### src/rtl/bmu_pkg.sv
package bmu_pkg;

    localparam logic [6:0] OPC_OP    = 7'b0110011;
    localparam logic [6:0] OPC_OPIMM = 7'b0010011;

    localparam logic [2:0] F3_SLL = 3'b001;
    localparam logic [2:0] F3_SRL = 3'b101;
    localparam logic [2:0] F3_AND = 3'b111;
    localparam logic [2:0] F3_SLT = 3'b010;

    localparam logic [6:0] F7_ONES = 7'b0010000;
    localparam logic [6:0] F7_ROT  = 7'b0110000;
    localparam logic [6:0] F7_CPL  = 7'b0100000;
    localparam logic [6:0] F7_LEAD = 7'b0001000;
    localparam logic [6:0] F7_MIX  = 7'b0101000;

    typedef enum logic [3:0] {
        K_NONE,
        K_SHL1,
        K_SHR1,
        K_ROTL,
        K_ROTR,
        K_ANDN,
        K_MCNT,
        K_PCNT,
        K_LZC,
        K_TZC,
        K_GATH,
        K_SCAT
    } bmu_kind_e;

    typedef struct packed {
        bmu_kind_e kind;
        logic      bad;
        logic      imm_amt;
    } bmu_dec_t;

    typedef struct packed {
        logic [6:0] f7;
        logic [4:0] rs2f;
        logic [4:0] rs1f;
        logic [2:0] f3;
        logic [4:0] rdf;
        logic [6:0] opc;
    } bmu_word_t;

    function automatic logic kind_is_left(bmu_kind_e k);
        return (k == K_SHL1) || (k == K_ROTL);
    endfunction

    function automatic logic kind_is_rot(bmu_kind_e k);
        return (k == K_ROTL) || (k == K_ROTR);
    endfunction

endpackage

### src/rtl/bmu_decode.sv
module bmu_decode
    import bmu_pkg::*;
(
    input  bmu_word_t word,
    output bmu_dec_t  dec
);

    logic zero_rs2f;
    assign zero_rs2f = (word.rs2f == 5'd0);

    always_comb begin
        dec.kind    = K_NONE;
        dec.imm_amt = 1'b0;
        if (word.opc == OPC_OP) begin
            case (word.f3)
                F3_SLL: begin
                    if (word.f7 == F7_ONES)     dec.kind = K_SHL1;
                    else if (word.f7 == F7_ROT) dec.kind = K_ROTL;
                end
                F3_SRL: begin
                    if (word.f7 == F7_ONES)     dec.kind = K_SHR1;
                    else if (word.f7 == F7_ROT) dec.kind = K_ROTR;
                end
                F3_AND: begin
                    if (word.f7 == F7_CPL)      dec.kind = K_ANDN;
                    else if (word.f7 == F7_MIX) dec.kind = K_MCNT;
                end
                F3_SLT: begin
                    if (word.f7 == F7_ONES)                      dec.kind = K_GATH;
                    else if (word.f7 == F7_ROT)                  dec.kind = K_SCAT;
                    else if (word.f7 == F7_CPL  && zero_rs2f)    dec.kind = K_PCNT;
                    else if (word.f7 == F7_LEAD && zero_rs2f)    dec.kind = K_LZC;
                    else if (word.f7 == F7_MIX  && zero_rs2f)    dec.kind = K_TZC;
                end
                default: dec.kind = K_NONE;
            endcase
        end else if (word.opc == OPC_OPIMM) begin
            dec.imm_amt = 1'b1;
            if (word.f3 == F3_SLL) begin
                if (word.f7 == F7_ONES)     dec.kind = K_SHL1;
                else if (word.f7 == F7_ROT) dec.kind = K_ROTL;
            end else if (word.f3 == F3_SRL) begin
                if (word.f7 == F7_ONES)     dec.kind = K_SHR1;
                else if (word.f7 == F7_ROT) dec.kind = K_ROTR;
            end
        end
        dec.bad = (dec.kind == K_NONE);
    end

endmodule

### src/rtl/bmu_shift.sv
module bmu_shift #(
    parameter int XLEN = 32,
    parameter int SHW  = $clog2(XLEN)
) (
    input  logic [XLEN-1:0] a,
    input  logic [SHW-1:0]  amt,
    input  logic            left,
    input  logic            rotate,
    output logic [XLEN-1:0] y
);

    logic [2*XLEN-1:0] dbl_l;
    logic [2*XLEN-1:0] dbl_r;
    logic [XLEN-1:0]   inv;

    always_comb begin
        inv   = ~a;
        dbl_l = {a, a} << amt;
        dbl_r = {a, a} >> amt;
        if (rotate) begin
            y = left ? dbl_l[2*XLEN-1:XLEN] : dbl_r[XLEN-1:0];
        end else begin
            y = left ? ~(inv << amt) : ~(inv >> amt);
        end
    end

    // a rotation only moves bits, so the number of ones is unchanged
    always_comb begin
        if (rotate) begin
            p_rot_keeps_ones_r2: assert ($countones(y) == $countones(a))
                else $error("rotate changed the population");
        end
    end

endmodule

### src/rtl/bmu_count.sv
module bmu_count #(
    parameter int XLEN = 32,
    parameter int SHW  = $clog2(XLEN)
) (
    input  logic [XLEN-1:0] src,
    output logic [SHW:0]    pop,
    output logic [SHW:0]    lead,
    output logic [SHW:0]    trail
);

    localparam int CW = SHW + 1;

    always_comb begin
        pop = '0;
        for (int i = 0; i < XLEN; i++) begin
            pop = pop + CW'(src[i]);
        end
    end

    always_comb begin
        lead = CW'(XLEN);
        for (int i = 0; i < XLEN; i++) begin
            if (src[i]) lead = CW'(XLEN - 1 - i);
        end
    end

    always_comb begin
        trail = CW'(XLEN);
        for (int i = XLEN - 1; i >= 0; i--) begin
            if (src[i]) trail = CW'(i);
        end
    end

    // a leading plus a trailing count never exceed the width unless the operand is zero
    always_comb begin
        p_counts_fit_r7_r8: assert ((src == '0) ? (lead == CW'(XLEN) && trail == CW'(XLEN))
                                                : (32'(lead) + 32'(trail) < 32'(XLEN)))
            else $error("zero counts out of range");
    end

endmodule

### src/rtl/bmu_perm.sv
module bmu_perm #(
    parameter int XLEN = 32,
    parameter int SHW  = $clog2(XLEN)
) (
    input  logic [XLEN-1:0] a,
    input  logic [XLEN-1:0] mask,
    output logic [XLEN-1:0] gathered,
    output logic [XLEN-1:0] scattered
);

    localparam int CW = SHW + 1;

    logic [SHW:0] gk;
    logic [SHW:0] sk;

    always_comb begin
        gathered = '0;
        gk       = '0;
        for (int i = 0; i < XLEN; i++) begin
            if (mask[i]) begin
                gathered[gk[SHW-1:0]] = a[i];
                gk = gk + CW'(1);
            end
        end
    end

    always_comb begin
        scattered = '0;
        sk        = '0;
        for (int i = 0; i < XLEN; i++) begin
            if (mask[i]) begin
                scattered[i] = a[sk[SHW-1:0]];
                sk = sk + CW'(1);
            end
        end
    end

    // a gather never yields more ones than the mask selects
    // a scatter never sets a bit outside the mask
    always_comb begin
        p_gather_bounded_r9: assert ($countones(gathered) <= $countones(mask))
            else $error("gather produced too many ones");
        p_scatter_in_mask_r10: assert ((scattered & ~mask) == '0)
            else $error("scatter wrote outside the mask");
    end

endmodule

### src/rtl/bitmanip_unit.sv
module bitmanip_unit
    import bmu_pkg::*;
#(
    parameter int XLEN = 32
) (
    input  logic            clk,
    input  logic            rst,
    input  logic            issue,
    input  logic [31:0]     instr,
    input  logic [XLEN-1:0] rs1_val,
    input  logic [XLEN-1:0] rs2_val,
    output logic            res_valid,
    output logic            illegal,
    output logic [XLEN-1:0] result
);

    localparam int SHW = $clog2(XLEN);
    localparam int CW  = SHW + 1;

    bmu_word_t       word;
    bmu_dec_t        dec;
    logic [SHW-1:0]  amt;
    logic [XLEN-1:0] shifted;
    logic [XLEN-1:0] cnt_src;
    logic [SHW:0]    pop;
    logic [SHW:0]    lead;
    logic [SHW:0]    trail;
    logic [XLEN-1:0] gathered;
    logic [XLEN-1:0] scattered;
    logic [XLEN-1:0] value;
    logic            unused_fields;

    assign word          = bmu_word_t'(instr);
    assign unused_fields = ^{word.rs1f, word.rdf};

    bmu_decode u_decode (
        .word (word),
        .dec  (dec)
    );

    assign amt = dec.imm_amt ? instr[20 +: SHW] : rs2_val[SHW-1:0];

    bmu_shift #(.XLEN(XLEN), .SHW(SHW)) u_shift (
        .a      (rs1_val),
        .amt    (amt),
        .left   (kind_is_left(dec.kind)),
        .rotate (kind_is_rot(dec.kind)),
        .y      (shifted)
    );

    assign cnt_src = (dec.kind == K_MCNT) ? (rs1_val & ~rs2_val) : rs1_val;

    bmu_count #(.XLEN(XLEN), .SHW(SHW)) u_count (
        .src   (cnt_src),
        .pop   (pop),
        .lead  (lead),
        .trail (trail)
    );

    bmu_perm #(.XLEN(XLEN), .SHW(SHW)) u_perm (
        .a         (rs1_val),
        .mask      (rs2_val),
        .gathered  (gathered),
        .scattered (scattered)
    );

    always_comb begin
        case (dec.kind)
            K_SHL1, K_SHR1, K_ROTL, K_ROTR: value = shifted;
            K_ANDN:                         value = rs1_val & ~rs2_val;
            K_MCNT, K_PCNT:                 value = {{(XLEN-CW){1'b0}}, pop};
            K_LZC:                          value = {{(XLEN-CW){1'b0}}, lead};
            K_TZC:                          value = {{(XLEN-CW){1'b0}}, trail};
            K_GATH:                         value = gathered;
            K_SCAT:                         value = scattered;
            default:                        value = '0;
        endcase
    end

    always_ff @(posedge clk) begin
        if (rst) begin
            res_valid <= 1'b0;
            illegal   <= 1'b0;
            result    <= '0;
        end else begin
            res_valid <= issue;
            if (issue) begin
                illegal <= dec.bad;
                result  <= dec.bad ? '0 : value;
            end
        end
    end

    // one result per issue, on the following cycle only
    p_valid_follows_issue_r12: assert property (@(posedge clk) disable iff (rst)
        issue |=> res_valid);
    p_no_spurious_valid_r12: assert property (@(posedge clk) disable iff (rst)
        !issue |=> !res_valid);

    // a flagged word never carries data
    p_illegal_zero_r11: assert property (@(posedge clk) disable iff (rst)
        (res_valid && illegal) |-> (result == '0));

    // words outside both accepted opcodes are always rejected
    p_foreign_opcode_r11: assert property (@(posedge clk) disable iff (rst)
        (issue && instr[6:0] != OPC_OP && instr[6:0] != OPC_OPIMM) |=> illegal);

    // population count with a nonzero rs2 field is rejected
    p_pcnt_field_r6: assert property (@(posedge clk) disable iff (rst)
        (issue && instr[6:0] == OPC_OP && instr[14:12] == F3_SLT &&
         instr[31:25] == F7_CPL && instr[24:20] != 5'd0) |=> illegal);

    // AND-with-complement relates the result to the issued operands
    p_andn_r4: assert property (@(posedge clk) disable iff (rst)
        (issue && instr[6:0] == OPC_OP && instr[14:12] == F3_AND && instr[31:25] == F7_CPL)
        |=> (!illegal && result == ($past(rs1_val) & ~$past(rs2_val))));

endmodule

### config.mk
export PLATFORM = sky130hd
export DESIGN_NAME = bitmanip_unit
export DESIGN_NICKNAME = d
export VERILOG_FILES = /design/src/rtl/bmu_pkg.sv /design/src/rtl/bmu_decode.sv /design/src/rtl/bmu_shift.sv /design/src/rtl/bmu_count.sv /design/src/rtl/bmu_perm.sv /design/src/rtl/bitmanip_unit.sv
export SDC_FILE = /design/constraint.sdc
export NUM_CORES = 2
export LEC_CHECK = 0
export BUFFER_PORTS_ARGS = -buffer_cell sky130_fd_sc_hd__buf_4
export CAP_MARGIN = 20
export CELL_PAD_IN_SITES_DETAIL_PLACEMENT = 1
export CELL_PAD_IN_SITES_GLOBAL_PLACEMENT = 1
export CORE_MARGIN = 8
export CORE_UTILIZATION = 47
export DETAILED_ROUTE_END_ITERATION = 12
export PLACE_DENSITY_LB_ADDON = 0.2
export SYNTH_ARGS = -nofsm -noshare
export SYNTH_HDL_FRONTEND = slang
export SYNTH_SLANG_ARGS = --single-unit
### constraint.sdc
create_clock -name clk -period 43.8 [get_ports clk]
set_input_delay 8.76 -clock clk [delete_from_list [all_inputs] [get_ports clk]]
set_output_delay 8.76 -clock clk [all_outputs]
set_load 0.1 [all_outputs]
==> out/results.ini <==
[status]
run_status=finished, final reports clean

[worst_hold_path]
min_from=illegal$_SDFFE_PP0P_
hold_end=illegal$_SDFFE_PP0P_
hold_path.class=register to register
hold_depth=2

[worst_setup_path]
arrival_ps=41370
path_delay_family=adder cells
cp_slowest_cell=a21oi_1
endpoint_kind=register
critical_path.startpoint_type=input port
path_buf_inv=25
max_stage_delay_ps=910
ff2ff_path_depth=7
r2r_slack_ps=41120
worstPathMaxFanout=19
cp_num_cells=111
crit_type=input port to register
r2r_end=result[1]$_SDFFE_PP0P_
worstPathRequired_ps=44000
r2r-start=result[1]$_SDFFE_PP0P_
cpMostUsedCell=ha_1

[sta]
fmax_mhz=24.3
tns_ps=0
relSlewSlack_pct=18.2
hold_violations=0
rsz0062_at_grt=false
setup_viol=0
fin_crit_sh_pct=94.0
post-route-min-period_ps=41170
final.setup_skew_ps=0
slew_viol_final=0
worst_pin_slew_ps=1230

[global_route]
grt_start_max_net_pins=60
grt_pass1_wl_mm=327
grt_util_met2_pct=70.4
grt.busiest_layer=met2
grtUsageTotal_pct=46.2
grt_pass1_vias=50200
antenna_found_initial=10
use_met3_pct=10.2
grt_util_met1_pct=59.1
grt_overflow=0

[synthesis]
syn_inst=5938
synth_seq_cells=34
synth_area_per_cell_um2=6.32
ys_top_cells_by_area=nand2_1 9.8%, mux2i_1 7.4%, nor2_1 6.2%
seq_area_frac_synth_pct=1.81
synth_top_area_cell=nand2_1
ys.flop_type=dfxtp_1
synth_edf_count=0
yosysMostFrequentCell=nand2_1
synth_top_area_share_pct=9.78
syn_nets=6184
syn_area_um2=37500
synth_common_cells=977 x nand2_1, 623 x nor2_1, 496 x clkbuf_1
synthDistinctLibCells=106
ys.warnings.count=0
ys_async_sr_fraction_pct=0

[cells_and_area]
seq_area_um2=681
nets=5933
multi_input_area_um2=34500
drive_gt1_share_pct=10.2
stdcell_area_um2=39300
nFillCells=10700
synthToLayoutAreaGrowth_pct=4.85
fin_util_pct=49.8

[cts]
htreeDepth=2
cts_setup_buffers=0
cts_sinks=34
clk_latency_ps=280
numCtsBuffers=5
cts_resized=0
cts-root-buf=clkbuf_16
cts_buffer_depth=2
postCtsHoldBufs=0
tritoncts=done
clkTransAtPathRegs_ps=60

[routing]
vias_per_cell=7.77
ant_nets=0
routed-via-count=52400
drt_iter0_drc=7410
firstDrtPassIters=7
drc=0
wl_per_cell_um=32.7
wl_mm=221

[job]
drv_cap=0

[place]
place.detailed.hpwl_mm=163
numPortBuffers=122
gp_congestion=1.04
placed_cell_area_um2=39100

[floorplan]
rows=103
coreArea_um2=79000
die_y_um=298
ioPinCount=133
dieArea_um2=89100
fp.dieW_um=298
start_util_pct=47.5

==> layer usage <==
metal / part of all wire, % / up-vias
li1: - / 22000
met2: 42 / 4151
met4: 8.0 / 8
met3: 13 / 1106
met5: 0.024 / -
met1: 37 / 25200
==> how the worst max path moves through the flow <==
stage | end | from
2_1_floorplan | result[31]$_SDFFE_PP0P_ | rs2_val[0]
3_5_place_dp | result[15]$_SDFFE_PP0P_ | rs2_val[0]
4_1_cts | result[15]$_SDFFE_PP0P_ | rs2_val[0]
6_report | result[15]$_SDFFE_PP0P_ | rs2_val[0]
5_1_grt | result[4]$_SDFFE_PP0P_ | rs2_val[0]
3_3_place_gp | result[15]$_SDFFE_PP0P_ | rs2_val[0]
==> cell usage in the layout, fill, tap and decap left out, drive strengths merged, types with 122 or more instances in the layout <==
cell	instances
buf	295
nand2	978
mux2i	281
nor3	213
ha	122
o22ai	178
xnor2	142
o21ai	367
a21oi	340
nand3	275
nor2	631
==> flip-flops by register name (all words and copies together), names as in the netlist <==
name	count
res_valid	1
illegal	1
result	32
==> per-stage QoR <==
stage               instances  hold slack [ps]  worst slack [ps]
finish                   6744              479              2630
global route             6739              522              1030
CTS                      6735              482              3360
detailed placement       6727              470              3160
global placement         6726              470              4270
floorplan                5938              913              7520
==> final cells by class <==
type | count | share of cell area [%]
Antenna cell | 6 | 0.0382
Timing Repair Buffer | 297 | 5.66
Clock buffer | 6 | 0.353
Inverter | 122 | 1.17
Tap cell | 1050 | 3.34
Sequential cell | 34 | 1.73
Clock inverter | 2 | 0.0318
Multi-Input combinational cell | 5227 | 87.7
==> worst reg2reg max path: cells and delay by family (launching register included) <==
family,cells,cell delay (ps)
flops,1,340
compound gates,5,1620
simple gates,2,610
==> cell families after synthesis <==
kind of cell	Yosys count	synth area share (%)
XOR/XNOR	195	6.20
AND/OR/NAND/NOR	2580	31.1
buffers and inverters	677	6.87
multiplexers	405	14.0
AO/OA/AOI/OAI	1900	34.6
flip-flops	34	1.81
adder cells (fa/ha/maj)	147	5.40
Power is left out: the tool's default activity adds up to more than one toggle a clock period on the data nets, which glitch-free logic cannot reach.
